### config.mk
export PLATFORM = sky130hd
export DESIGN_NAME = cfgp_port
export DESIGN_NICKNAME = d
export VERILOG_FILES = /design/src/rtl/cfgp_pkg.sv /design/src/rtl/cfgp_decode.sv /design/src/rtl/cfgp_unlock.sv /design/src/rtl/cfgp_regs.sv /design/src/rtl/cfgp_port.sv
export SDC_FILE = /design/constraint.sdc
export NUM_CORES = 1
export LEC_CHECK = 0
export BUFFER_PORTS_ARGS = -buffer_cell sky130_fd_sc_hd__buf_4
export CAP_MARGIN = 20
export CORE_MARGIN = 2
export CORE_UTILIZATION = 49
export CTS_BUF_LIST = sky130_fd_sc_hd__clkbuf_4
export CTS_CLUSTER_SIZE = 12
export DETAILED_ROUTE_END_ITERATION = 8
export HOLD_SLACK_MARGIN = 0.15
export PLACE_DENSITY_LB_ADDON = 0.3
export SKIP_CTS_REPAIR_TIMING = 1
export SLEW_MARGIN = 0
export SYNTH_ARGS = -nofsm -noshare
export SYNTH_HDL_FRONTEND = slang
export SYNTH_HIERARCHICAL = 1
export SYNTH_SLANG_ARGS = --single-unit
### constraint.sdc
create_clock -name clk -period 2.45 [get_ports clk]
set_clock_uncertainty 0.1 [all_clocks]
set_input_delay 0.49 -clock clk [delete_from_list [all_inputs] [get_ports clk]]
set_output_delay 0.49 -clock clk [all_outputs]
set_load 0.01 [all_outputs]
### src/rtl/cfgp_pkg.sv
// Shared constants and types of the keyed configuration port.
// Assumes byte-wide data; keys and global indexes are fixed byte codes.
package cfgp_pkg;
    localparam int          DW            = 8;
    localparam logic [7:0]  KEY_ENTER     = 8'h87;
    localparam logic [7:0]  KEY_EXIT      = 8'hAA;
    localparam logic [7:0]  IDX_LDN       = 8'h07;
    localparam logic [7:0]  IDX_ID_HI     = 8'h20;
    localparam logic [7:0]  IDX_ID_LO     = 8'h21;
    localparam logic [7:0]  IDX_OPTS      = 8'h26;
    localparam logic [7:0]  IDX_BANK_BASE = 8'h30;
    localparam logic [7:0]  BUS_IDLE      = 8'hFF;

    typedef enum logic [1:0] {
        LK_SHUT = 2'd0,
        LK_HALF = 2'd1,
        LK_OPEN = 2'd2
    } lock_state_t;
endpackage

### src/rtl/cfgp_decode.sv
// Address decode for the index/data port pair.
// Assumes BASE_ADDR is even; bit 0 of the address picks index (0) or data (1).
module cfgp_decode #(
    parameter int                ADDR_W    = 16,
    parameter logic [ADDR_W-1:0] BASE_ADDR = 'h2E
) (
    input  logic [ADDR_W-1:0] io_addr,
    input  logic              io_wr,
    input  logic              io_rd,
    output logic              hit,
    output logic              sel_data,
    output logic              idx_wr,
    output logic              dat_wr,
    output logic              dat_rd
);
    localparam logic [ADDR_W-2:0] PAIR = BASE_ADDR[ADDR_W-1:1];

    // Match the upper address bits against the port pair and split by bit 0.
    always_comb begin
        hit      = (io_addr[ADDR_W-1:1] == PAIR);
        sel_data = io_addr[0];
        idx_wr   = io_wr & hit & ~sel_data;
        dat_wr   = io_wr & hit &  sel_data;
        dat_rd   = io_rd & hit &  sel_data;
    end
endmodule

### src/rtl/cfgp_unlock.sv
// Lock state machine: two back-to-back enter keys open the space,
// the exit key closes it. Only index-port writes move the state.
module cfgp_unlock
    import cfgp_pkg::*;
(
    input  logic          clk,
    input  logic          rst_n,
    input  logic          idx_wr,
    input  logic [DW-1:0] wdata,
    output logic          is_open,
    output logic          idx_take
);
    lock_state_t st;

    // Advance the key sequence on each index-port write.
    always_ff @(posedge clk) begin
        if (!rst_n) begin
            st <= LK_SHUT;
        end else if (idx_wr) begin
            case (st)
                LK_SHUT: st <= (wdata == KEY_ENTER) ? LK_HALF : LK_SHUT;
                LK_HALF: st <= (wdata == KEY_ENTER) ? LK_OPEN : LK_SHUT;
                LK_OPEN: st <= (wdata == KEY_EXIT)  ? LK_SHUT : LK_OPEN;
                default: st <= LK_SHUT;
            endcase
        end
    end

    // Expose the open flag and which index writes are to be latched.
    always_comb begin
        is_open  = (st == LK_OPEN);
        idx_take = idx_wr & is_open & (wdata != KEY_EXIT);
    end

    // the space only opens right after a second enter key.
    p_open_two_keys_r2: assert property (@(posedge clk) disable iff (!rst_n)
        (st == LK_OPEN && $past(st) != LK_OPEN) |->
            $past(st == LK_HALF && idx_wr && wdata == KEY_ENTER));

    // a wrong value after the first key restarts the sequence.
    p_restart_r3: assert property (@(posedge clk) disable iff (!rst_n)
        (st == LK_HALF && idx_wr && wdata != KEY_ENTER) |=> (st == LK_SHUT));

    // the exit key locks the space.
    p_exit_r4: assert property (@(posedge clk) disable iff (!rst_n)
        (st == LK_OPEN && idx_wr && wdata == KEY_EXIT) |=> (st == LK_SHUT));
endmodule

### src/rtl/cfgp_regs.sv
// Index latch, global registers and bank forwarding.
// Assumes write strobes arrive already qualified by the open state.
module cfgp_regs
    import cfgp_pkg::*;
#(
    parameter logic [15:0] CHIP_ID = 16'h1061
) (
    input  logic          clk,
    input  logic          rst_n,
    input  logic          idx_take,
    input  logic          dat_wr_ok,
    input  logic          dat_rd_ok,
    input  logic [DW-1:0] wdata,
    input  logic [DW-1:0] bank_rdata,
    output logic [DW-1:0] cur_idx,
    output logic [DW-1:0] rd_val,
    output logic          bank_wr,
    output logic          bank_rd,
    output logic [DW-1:0] bank_ldn
);
    logic [DW-1:0] ldn_q;
    logic [DW-1:0] opts_q;
    logic          in_bank;

    assign in_bank  = (cur_idx >= IDX_BANK_BASE);
    assign bank_ldn = ldn_q;

    // Latch the selected index.
    always_ff @(posedge clk) begin
        if (!rst_n) cur_idx <= '0;
        else if (idx_take) cur_idx <= wdata;
    end

    // Update writable global registers on data-port writes.
    always_ff @(posedge clk) begin
        if (!rst_n) begin
            ldn_q  <= '0;
            opts_q <= '0;
        end else if (dat_wr_ok && !in_bank) begin
            if (cur_idx == IDX_LDN)  ldn_q  <= wdata;
            if (cur_idx == IDX_OPTS) opts_q <= wdata;
        end
    end

    // Read mux and bank strobes.
    always_comb begin
        bank_wr = dat_wr_ok & in_bank;
        bank_rd = 1'b0;
        rd_val  = '0;
        if (in_bank) begin
            bank_rd = dat_rd_ok;
            rd_val  = bank_rdata;
        end else begin
            case (cur_idx)
                IDX_LDN:   rd_val = ldn_q;
                IDX_ID_HI: rd_val = CHIP_ID[15:8];
                IDX_ID_LO: rd_val = CHIP_ID[7:0];
                IDX_OPTS:  rd_val = opts_q;
                default:   rd_val = '0;
            endcase
        end
    end

    // the bank selector holds unless written through its own index.
    p_ldn_hold_r9: assert property (@(posedge clk) disable iff (!rst_n)
        !(dat_wr_ok && cur_idx == IDX_LDN) |=> $stable(ldn_q));

    // the options byte holds unless written through its own index.
    p_opts_hold_r8: assert property (@(posedge clk) disable iff (!rst_n)
        !(dat_wr_ok && cur_idx == IDX_OPTS) |=> $stable(opts_q));

    // never both bank strobes at once (host keeps rd and wr exclusive).
    p_strobe_excl_r10: assert property (@(posedge clk) disable iff (!rst_n)
        $onehot0({bank_wr, bank_rd}));
endmodule

### src/rtl/cfgp_port.sv
// Keyed index/data configuration port, top level.
// Assumes one strobe per cycle and a bank that answers reads combinationally.
module cfgp_port
    import cfgp_pkg::*;
#(
    parameter int                ADDR_W    = 16,
    parameter logic [ADDR_W-1:0] BASE_ADDR = 'h2E,
    parameter logic [15:0]       CHIP_ID   = 16'h1061
) (
    input  logic              clk,
    input  logic              rst_n,
    input  logic [ADDR_W-1:0] io_addr,
    input  logic              io_wr,
    input  logic              io_rd,
    input  logic [7:0]        io_wdata,
    output logic [7:0]        io_rdata,
    output logic              bank_wr,
    output logic              bank_rd,
    output logic [7:0]        bank_idx,
    output logic [7:0]        bank_ldn,
    output logic [7:0]        bank_wdata,
    input  logic [7:0]        bank_rdata
);
    logic          hit, sel_data, idx_wr, dat_wr, dat_rd;
    logic          is_open, idx_take;
    logic [DW-1:0] cur_idx, rd_val;

    cfgp_decode #(.ADDR_W(ADDR_W), .BASE_ADDR(BASE_ADDR)) u_dec (
        .io_addr(io_addr), .io_wr(io_wr), .io_rd(io_rd),
        .hit(hit), .sel_data(sel_data),
        .idx_wr(idx_wr), .dat_wr(dat_wr), .dat_rd(dat_rd)
    );

    cfgp_unlock u_lock (
        .clk(clk), .rst_n(rst_n), .idx_wr(idx_wr), .wdata(io_wdata),
        .is_open(is_open), .idx_take(idx_take)
    );

    cfgp_regs #(.CHIP_ID(CHIP_ID)) u_regs (
        .clk(clk), .rst_n(rst_n), .idx_take(idx_take),
        .dat_wr_ok(dat_wr & is_open), .dat_rd_ok(dat_rd & is_open),
        .wdata(io_wdata), .bank_rdata(bank_rdata),
        .cur_idx(cur_idx), .rd_val(rd_val),
        .bank_wr(bank_wr), .bank_rd(bank_rd), .bank_ldn(bank_ldn)
    );

    assign bank_idx   = cur_idx;
    assign bank_wdata = io_wdata;

    // Return data: idle bus when not addressed or locked.
    always_comb begin
        if (!hit || !is_open) io_rdata = BUS_IDLE;
        else if (!sel_data)   io_rdata = cur_idx;
        else                  io_rdata = rd_val;
    end

    // a locked block answers every read with the idle value.
    p_locked_idle_r1: assert property (@(posedge clk) disable iff (!rst_n)
        (!is_open && io_rd) |-> (io_rdata == BUS_IDLE));

    // no bank traffic while locked.
    p_no_bank_locked_r5: assert property (@(posedge clk) disable iff (!rst_n)
        !is_open |-> (!bank_wr && !bank_rd));

    // accesses outside the pair never reach the bank.
    p_decode_only_pair_r12: assert property (@(posedge clk) disable iff (!rst_n)
        (io_addr[ADDR_W-1:1] != BASE_ADDR[ADDR_W-1:1]) |-> (!bank_wr && !bank_rd));
endmodule

# [After elaboration in Yosys (flattened, before gate mapping)]
# Cells that the tools add are included.
[classes] n_lt_le_gt_ge=1 n_reduce_logical=8 bitwise=11 n_eq_ne=10 muxes=9
[ops] cell="one-hot mux 8 bit (4 select lines)" count=1
[ops] cell="equality test 8 x 6 -> 1 bit (second input constant)" count=3
[ops] cell="two-way mux 8 bit" count=3
[ops] cell="equality test 8 bit (second input constant)" count=2
[ops] cell="equality test 15 x 5 -> 1 bit (second input constant)" count=1
[ops] cell="AND 1 bit" count=10
[ops] cell="equality test 8 x 3 -> 1 bit (second input constant)" count=1
[ops] cell=">= comparator 8 x 6 -> 1 bit (second input constant)" count=1
[ops] cell="inequality test 8 bit (second input constant)" count=1
[ops] cell="one-hot mux 2 bit (3 select lines)" count=1
[ops] cell="two-way mux 2 bit" count=2
[ops] cell="AND reduction 2 bit" count=2
[ops] cell="logical NOT 1 bit" count=3
[ops] cell="equality test 2 x 1 -> 1 bit (second input constant)" count=1
[ops] cell="equality test 2 bit (second input constant)" count=1
[ops] cell="logical NOT 2 bit" count=1
[ops] cell="two-way mux 1 bit" count=2
[ops] cell="logical AND 1 bit" count=1
[ops] cell="logical OR 1 bit" count=1
[ops] cell="NOT 1 bit" count=1
[word_totals] ff_bits=26 inputBits=36 output_inout_bits=34

# [Depth between registers and ports, before layout]
# Gate-level depths: netlist of the first run.
[depth] ltp_word=6 depth_mapped=8 depth_no_buf=7

# [Modules after synthesis]
# Netlist of the first run, hierarchy kept.
[modules_own_cells] mod="cfgp_regs" instances=1 seq_area_each_um2=480.5 area_each_um2=1198.6 cells_per_inst=126
[modules_own_cells] mod="cfgp_port" instances=1 seq_area_each_um2=0.0 area_each_um2=205.2 cells_per_inst=29
[modules_own_cells] mod="cfgp_unlock" instances=1 seq_area_each_um2=40.0 area_each_um2=148.9 cells_per_inst=15
[modules_own_cells] mod="cfgp_decode" instances=1 seq_area_each_um2=0.0 area_each_um2=93.8 cells_per_inst=12

# [Worst setup path after synthesis of the first run]
# No wires, ideal clock.
[synth_timing] kind="input-to-reg" start="in io_addr[9]" end="reg u_regs.cur_idx[4]" setup_slack_ns=0.206 required_ns=2.234 n_path_buf=1 cell_stages=8 setup_ns=0.116 t_arrival_ns=2.028 path_cell_list="nor4_2 -> nand4_2 -> nor3b_2 -> nand3b_1 -> a21oi_2 -> clkbuf_1 -> mux2i_1 -> nor2b_1"
[synth_via] elab_chain_len=5
[synth_lines] element="from (decl)" line="cfgp_port.sv:12" rtl="input logic [ADDR_W-1:0] io_addr,"
[synth_lines] element="equality test 15 x 5 -> 1 bit" line="cfgp_decode.sv:20" rtl="hit = (io_addr[ADDR_W-1:1] == PAIR);"
[synth_lines] element="AND 1 bit (2 in a row)" line="cfgp_decode.sv:22" rtl="idx_wr = io_wr & hit & ~sel_data;"
[synth_lines] element="net idx_wr" line="cfgp_port.sv:24" rtl="logic hit, sel_data, idx_wr, dat_wr, dat_rd;"
[synth_lines] element="AND 1 bit (2 in a row)" line="cfgp_unlock.sv:32" rtl="idx_take = idx_wr & is_open & (wdata != KEY_EXIT);"
[synth_lines] element="net idx_take" line="cfgp_port.sv:25" rtl="logic is_open, idx_take;"
[synth_lines] element="to (signal assigned)" line="cfgp_regs.sv:31" rtl="else if (idx_take) cur_idx <= wdata;"
[synth_lines] element="to (decl)" line="cfgp_regs.sv:15" rtl="output logic [DW-1:0] cur_idx,"
# The timed path passes the listed nets, and every way through them passes these cells.
# A chain may end at the register's enable or synchronous reset.

# [Worst setup path in the final report of the first run]
[layout_timing] start="reg u_regs.cur_idx[7]" end="out io_rdata[4]"
[layout_via] elab_chain_len=5 word_cells_on_any_way=9 classes_between="1 x order compare; 4 x eq/ne; 4 x mux"
[layout_lines] element="parallel branches: the longest is 2 deep, another holds >= comparator 8 x 6 -> 1 bit"
[layout_lines] element="two-way mux 8 bit *" line="cfgp_regs.sv:50" rtl="if (in_bank) begin"
[layout_lines] element="net rd_val[4]" line="cfgp_port.sv:26" rtl="logic [DW-1:0] cur_idx, rd_val;"
[layout_lines] element="two-way mux 8 bit *" line="cfgp_port.sv:53" rtl="else if (!sel_data) io_rdata = cur_idx;"
[layout_lines] element="two-way mux 8 bit *" line="cfgp_port.sv:52" rtl="if (!hit || !is_open) io_rdata = BUS_IDLE;"
[layout_lines] element="to (decl)" line="cfgp_port.sv:16" rtl="output logic [7:0] io_rdata,"
# Mark *: on every way through the listed nets, which the timed path passes.

==> key figures, run 1 <==
Clock tree
  • Clock slew at reported path FFs: 0.15 ns
  • Later-pin clock latency in the skew report: 0.32 ns
  • CTS tree: yes
  • CTS Buf Count: 3
  • Clk buf depth: 2
  • Max H-tree Level: 1
  • CTS Root Cell: clkbuf_4
  • Num Clock Sinks: 26

Setup path
  • Worst Path Max Fanout: 6
  • Reg-to-reg setup timing slack: 0.74 ns
  • CP Capture Type: primary output
  • Critical path class: reg -> out
  • Worst setup SP type: register
  • CP required: 1.86 ns
  • CP Data Arrival Time: 1.94 ns

Floorplanning
  • Num rows: 21
  • Starting Density: 50.1%
  • I/O Pins: 70
  • DIE AREA: 3840 um2
  • Die H: 62.0 um
  • Chip width: 62.0 um
  • Core Area: 3280 um2

Synthesis
  • Mux contribution to synthesized area: 19.5%
  • Predominant post-synthesis flop cell: dfxtp_1
  • Synth top cells by count: nand2_1, mux2i_1, dfxtp_1, buf_4, nor2b_1
  • Post-synthesis sequential area ratio: 31.6%
  • FF+latch count, synth: 26
  • Ys Warns: 6
  • Post-synthesis compound-gate area fraction: 6.46%
  • Unique masters post-synth: 38
  • Adder-cell share of the synthesized area: 0%
  • Yosys top cell area share: 31.6%
  • Syn Area/Cell: 9.05 um2
  • Async set-or-reset flop fraction in the synthesized netlist: 0%
  • Post-synthesis xor/xnor area fraction: 0%
  • EDFF count, synth: 0
  • Post-synth top area cell: dfxtp_1
  • Synthesized area: 1650 um2
  • Largest family of logic cells by synthesized area: simple AND/OR/NAND/NOR gates
  • Synth area leaders: dfxtp_1, mux2i_1, nand2_1
  • Mapped Nets: 218
  • Simple-gate area share of the yosys netlist: 34.3%
  • Synth Instances: 182
  • Most numerous cell in the Yosys netlist: nand2_1

GRT
  • First-pass GRT wire length: 6.56 mm
  • Initial antenna violation count: 0
  • Grt total ovfl: 0
  • GR Util All Layers: 23.0%
  • Vias in the first global route: 1454
  • Largest net degree at the start of global routing: 35

Detailed routing
  • DRC viols: 0
  • Routed vias/inst: 5.39
  • Initial drt markers: 85
  • Drt pass-1 iters: 4
  • Total number of vias: 1623
  • Wirelength per Cell: 15.3 um
  • DRT antenna net count: 0
  • Total wire length: 4.61 mm

Timing
  • Slew of the pin with the lowest slew margin: 0.319 ns
  • Final count of negative-setup-slack endpoints: 6
  • Crit path time final: 2.53 ns
  • Pins Over Slew Limit: 0
  • Crit share post-route: 103%
  • Hold Fails Final Rpt: 0
  • Worst slew margin: 78.8%
  • Max Clock Freq: 395 MHz
  • Setup ws final: -0.0791 ns
  • RSZ-0062 raised after global routing: true

Placement
  • Placer Congestion: 0.795
  • Place WS: 0.111 ns
  • Placed cell count: 288
  • I/O Buffers: 69
  • Final HPWL DP: 3.28 mm

Pwr
  • Leak: 1.03 nW
  • Maximum vdd drop: 0.216 mV
  • PD cells: 339 nW/um2

Status
  • Failing checks: setup timing
  • Status: finished, violations left

Final layout
  • Final nets: 292
  • Cell Count, Final, Fillers Out: 301
  • Diodes inserted: 0
  • Share of cells above drive strength 1: 46.3%
  • Synth-to-Final Area Change: 44.6%

Worst hold path
  • Worst hold path class: in -> reg

Job
  • MaxCap Viol Count: 0
-- placed cells by master (no fill, tap or decap), types with 2 or more instances in the layout --
cell       n
nor2_1     4
and4bb_2   3
dfxtp_2    2
and2_1     4
nor2b_1    9
clkbuf_4   3
nor4b_4    2
and3_1     3
buf_4     78
nand4_1    4
dfxtp_1   20
buf_6      9
nand2_1   37
and3_2     4
dfxtp_4    4
mux2i_1   32
a221o_1    4
nand3_1    7
-- kinds of logic (layout without fill, tap and decap cells) --
kind of cell | Yosys count | after routing
and+or+nand+nor | 92 | 92
buffers and inverters | 20 | 93
muxes | 32 | 32
DFF | 26 | 26
AOI/OAI and AO/OA | 12 | 12
-- area by class of cell --
| cell class | count | area, um2 |
|---|---|---|
| Tap cell | 46 | 57.6 |
| Clock inverter | 1 | 30.0 |
| Clock buffer | 3 | 22.5 |
| Timing Repair Buffer | 88 | 707 |
| Inverter | 1 | 3.75 |
| Fill cell | 261 | 903 |
| Sequential cell | 26 | 538 |
| Multi-Input combinational cell | 136 | 1020 |
-- per-layer routing --
| layer | up-vias | wire length [um] | track usage (%) |
|---|---|---|---|
| met5 | - | 0 | 0 |
| met4 | 0 | 36 | 8.21 |
| met3 | 4 | 368 | 4.55 |
| met2 | 84 | 2230 | 38.7 |
| met1 | 746 | 1970 | 29.2 |
| li1 | 789 | - | - |
-- worst max-delay path: stages, from the launching register on --
cell and delay (ns):
dfxtp_2 0.35, buf_6 0.12, a211o_4 0.35, a32o_2 0.25
a31o_2 0.22, mux2i_1 0.13, nand2_1 0.08, buf_6 0.13
-- where the power goes --
| group | switching (mW) | internal [mW] | total, mW |
|---|---|---|---|
| clock | 0.130 | 0.165 | 0.295 |
| sequential | 0.00000000132 | 0.418 | 0.418 |
| combinational | 0.0392 | 0.0542 | 0.0934 |
| total | 0.169 | 0.638 | 0.807 |
-- metrics by stage --
step	power (mW)	hold WS, ns	area (um2)	util [%]	TNS, ns
final	0.807	0.347	2380	72.5	-0.197
after global routing	0.841	0.347	2380	72.5	-1.02
after CTS	0.816	0.343	2220	67.5	-1.09
after detailed placement	0.525	0.354	2170	65.9	0
after global placement	0.525	0.343	2170	65.9	0
after floorplan	0.472	0.335	1650	-	0
-- sequential cells by signal, summed over array words and instances (netlist names) --
| signal | cells |
|---|---|
| u_lock/st | 2 |
| u_regs/bank_ldn | 8 |
| u_regs/cur_idx | 8 |
| u_regs/opts_q | 8 |
-- path summary, 6_finish.rpt --
kind,to,cells after the start,start
worst max-delay path,io_rdata[4],7,u_regs/cur_idx[7]
worst max register to register,u_regs/bank_ldn[2],6,u_regs/cur_idx[5]
worst min register to register,u_regs/opts_q[3],2,u_regs/opts_q[3]
worst min-delay path,u_regs/cur_idx[1],3,io_wdata[1]
No activity file was read; power rests on OpenSTA's default activity.
==> inputs of run 2 (changes only) <==
- SYNTH_HIERARCHICAL: 1 -> not set
==> run 2 against run 1 <==
  * The run now ends clean
  * Synthesized cell count rose by 1.6%
  * Wire length down 4.4%
  * Register-to-register slack worse by 0.26 ns
  * Clock power fell by 35%
  * Setup slack better by 0.10 ns
  * Critical path depth is 2 lower
  * Count of clock-buffer cells in the layout is the same
  * Critical endpoint is now io_rdata[2]
  * Highest routed layer unchanged
==> key figures, run 2 <==
Status
  • Status: completed (was finished, violations left)

Synthesis
  • Predominant post-synthesis flop cell: dfxtp_1 (unchanged)
  • Most numerous cell in the Yosys netlist: nand2_1 (unchanged)
  • EDFF count, synth: 0 (unchanged)
  • Post-synthesis sequential area ratio: 32.6% (was 31.6%)
  • Synth top cells by count: nand2_1, dfxtp_1, mux2i_1, buf_4, nor2_1 (was nand2_1, mux2i_1, dfxtp_1, buf_4, nor2b_1)
  • Yosys top cell area share: 32.6% (was 31.6%)
  • Synth Instances: 185 (was 182)
  • FF+latch count, synth: 26 (unchanged)
  • Syn Area/Cell: 8.64 um2 (was 9.05 um2)
  • Synth area leaders: dfxtp_1, mux2i_1, nand2_1 (unchanged)
  • Mapped Nets: 221 (was 218)
  • Post-synth top area cell: dfxtp_1 (unchanged)
  • Async set-or-reset flop fraction in the synthesized netlist: 0% (unchanged)
  • Ys Warns: 0 (was 6)
  • Unique masters post-synth: 48 (was 38)
  • Synthesized area: 1600 um2 (was 1650 um2)

Detailed routing
  • Routed vias/inst: 5.54 (was 5.39)
  • Initial drt markers: 114 (was 85)
  • Total wire length: 4.40 mm (was 4.61 mm)
  • Drt pass-1 iters: 4 (unchanged)
  • Total number of vias: 1618 (was 1623)
  • DRT antenna net count: 0 (unchanged)
  • Wirelength per Cell: 15.1 um (was 15.3 um)
  • DRC viols: 0 (unchanged)

Pwr
  • PnR Total Power: 0.712 mW (was 0.807 mW)
  • Leak: 1.05 nW (was 1.03 nW)
  • Switching share of power: 25.0% (was 20.9%)
  • Sw power: 0.178 mW (was 0.169 mW)
  • Clock power frac: 26.9% (was 36.6%)
  • Cell Int Power: 0.534 mW (was 0.638 mW)
  • PD cells: 326 nW/um2 (was 339 nW/um2)
  • Seq pwr share: 59.1% (was 51.8%)
  • Maximum vdd drop: 0.219 mV (was 0.216 mV)
  • Combinational share of power: 14.1% (was 11.6%)

Floorplanning
  • DIE AREA: 3740 um2 (was 3840 um2)
  • Chip width: 61.1 um (was 62.0 um)
  • Num rows: 20 (was 21)
  • Die H: 61.1 um (was 62.0 um)
  • I/O Pins: 70 (unchanged)
  • Starting Density: 52.0% (was 50.1%)
  • Core Area: 3080 um2 (was 3280 um2)

Clock tree
  • Later-pin clock latency in the skew report: 0.33 ns (was 0.32 ns)
  • Num Clock Sinks: 26 (unchanged)
  • CTS tree: yes (unchanged)
  • Clk buf depth: 2 (unchanged)
  • Max H-tree Level: 1 (unchanged)
  • CTS Buf Count: 3 (unchanged)
  • CTS Root Cell: clkbuf_4 (unchanged)
  • Clock slew at reported path FFs: 0.14 ns (was 0.15 ns)

Final layout
  • Fillers: 268 (was 261)
  • Final nets: 285 (was 292)
  • Synth-to-Final Area Change: 36.5% (was 44.6%)
  • Register area: 532 um2 (was 538 um2)
  • Most common cell after layout, fill and taps aside: buf_4 (unchanged)
  • Most frequent cells in the layout: buf_4, nand2_1, mux2i_1 (unchanged)
  • Diodes inserted: 0 (unchanged)
  • Area of the multi-input gates: 957 um2 (was 1020 um2)
  • Share of cells above drive strength 1: 40.3% (was 46.3%)

GRT
  • First-pass GRT wire length: 6.61 mm (was 6.56 mm)
  • Largest net degree at the start of global routing: 36 (was 35)
  • Vias in the first global route: 1501 (was 1454)
  • GR Util All Layers: 23.8% (was 23.0%)
  • Initial antenna violation count: 0 (unchanged)
  • Grt total ovfl: 0 (unchanged)

Worst hold path
  • WHS Endpoint: u_lock.st[1] (was u_regs/cur_idx[1])
  • Worst hold path class: in -> reg (unchanged)
  • Min-delay src: io_wdata[5] (was io_wdata[1])
  • Hold path depth: 3 (unchanged)

Timing
  • Pins Over Slew Limit: 0 (unchanged)
  • RSZ-0062 raised after global routing: true (unchanged)
  • Max Clock Freq: 412 MHz (was 395 MHz)
  • Hold Fails Final Rpt: 0 (unchanged)
  • Setup TNS: 0 ns (was -0.197 ns)
  • Slew of the pin with the lowest slew margin: 0.554 ns (was 0.319 ns)
  • Final count of negative-setup-slack endpoints: 0 (was 6)
  • Crit share post-route: 99.0% (was 103%)
  • Setup ws final: 0.0241 ns (was -0.0791 ns)
  • Crit path time final: 2.43 ns (was 2.53 ns)
  • Worst slew margin: 62.6% (was 78.8%)

Setup path
  • CP Data Arrival Time: 1.84 ns (was 1.94 ns)
  • Worst setup SP type: register (unchanged)
  • CP Capture Type: primary output (unchanged)
  • Reg-to-reg setup timing slack: 0.48 ns (was 0.74 ns)
  • CP required: 1.86 ns (about the same)
  • Critical path class: reg -> out (unchanged)
  • Reg2reg end: u_regs.bank_ldn[0] (was u_regs/bank_ldn[2])
  • R2R cell count: 6 (unchanged)
  • Critical R2R Launch: u_regs.cur_idx[4] (was u_regs/cur_idx[5])
  • Worst Path Max Fanout: 6 (unchanged)
  • Crit path from: u_regs.cur_idx[4] (was u_regs/cur_idx[7])

Placement
  • Place WS: 0.231 ns (was 0.111 ns)
  • Placer Congestion: 0.923 (was 0.795)
  • Final HPWL DP: 3.24 mm (was 3.28 mm)
  • I/O Buffers: 69 (unchanged)

Job
  • MaxCap Viol Count: 0 (unchanged)
==> run 2: metrics by stage <==
step                instances  hold slack (ns)  utilization (%)  instance area, um2
floorplan                 185            0.334                -                1600
global placement          285            0.344             68.3                2100
detailed placement        285            0.356             68.3                2100
CTS                       289            0.372             69.2                2130
global route              292            0.368             70.9                2180
finish                    292            0.373             70.9                2180
==> run 2: final cells by class <==
class	count	area share, %
multi-input cells	136	43.9
repair buffers	81	27.9
flip-flops and latches	26	24.4
well taps	44	2.52
clock buffers	3	1.03
clock inverters	1	0.172
inverters	1	0.172
==> run 2: metal layers <==
| layer | vias up | track usage, % | part of all wire (%) |
|---|---|---|---|
| met4 | 0 | 10.9 | 1.2 |
| li1 | 793 | - | - |
| met1 | 762 | 30.1 | 44 |
| met3 | 6 | 2.94 | 5.1 |
| met2 | 57 | 40.4 | 49 |
| met5 | - | 0 | 0 |
==> run 2: kinds of logic (layout without fill, tap and decap cells) <==
logic type,after synthesis,in the layout,share of synthesized area [%]
AOI/OAI and AO/OA,31,31,15.0
xor gates and xnor gates,1,1,0.548
buffers and inverters,23,86,8.76
DFF,26,26,32.6
muxes,24,24,15.0
and+or+nand+nor,80,80,28.1
==> run 2: worst max path at each step <==
| stage | slack [ns] | depth (start not counted) | end |
|---|---|---|---|
| final | 0.02 | 5 | io_rdata[2] |
| after global routing | -0.06 | 5 | io_rdata[2] |
| after CTS | -0.14 | 5 | io_rdata[2] |
| after detailed placement | 0.23 | 5 | io_rdata[2] |
| after global placement | 0.24 | 5 | io_rdata[0] |
| after floorplan | 0.33 | 4 | bank_rd |
==> run 2: worst max-delay path, cell delays in order, from the launching register on <==
cell and delay [ns]:
dfxtp_4 0.40, a211o_4 0.37, and2_4 0.16, a222oi_1 0.30, nand3_1 0.12, buf_4 0.15
==> run 2: power groups by stage <==
stage,sequential (mW),clock (mW),combinational (mW)
CTS,0.423,0.189,0.0996
detailed placement,0.432,0,0.0995
global placement,0.432,0,0.0983
global route,0.421,0.208,0.108
finish,0.421,0.191,0.100
floorplan,0.432,0,0.0427
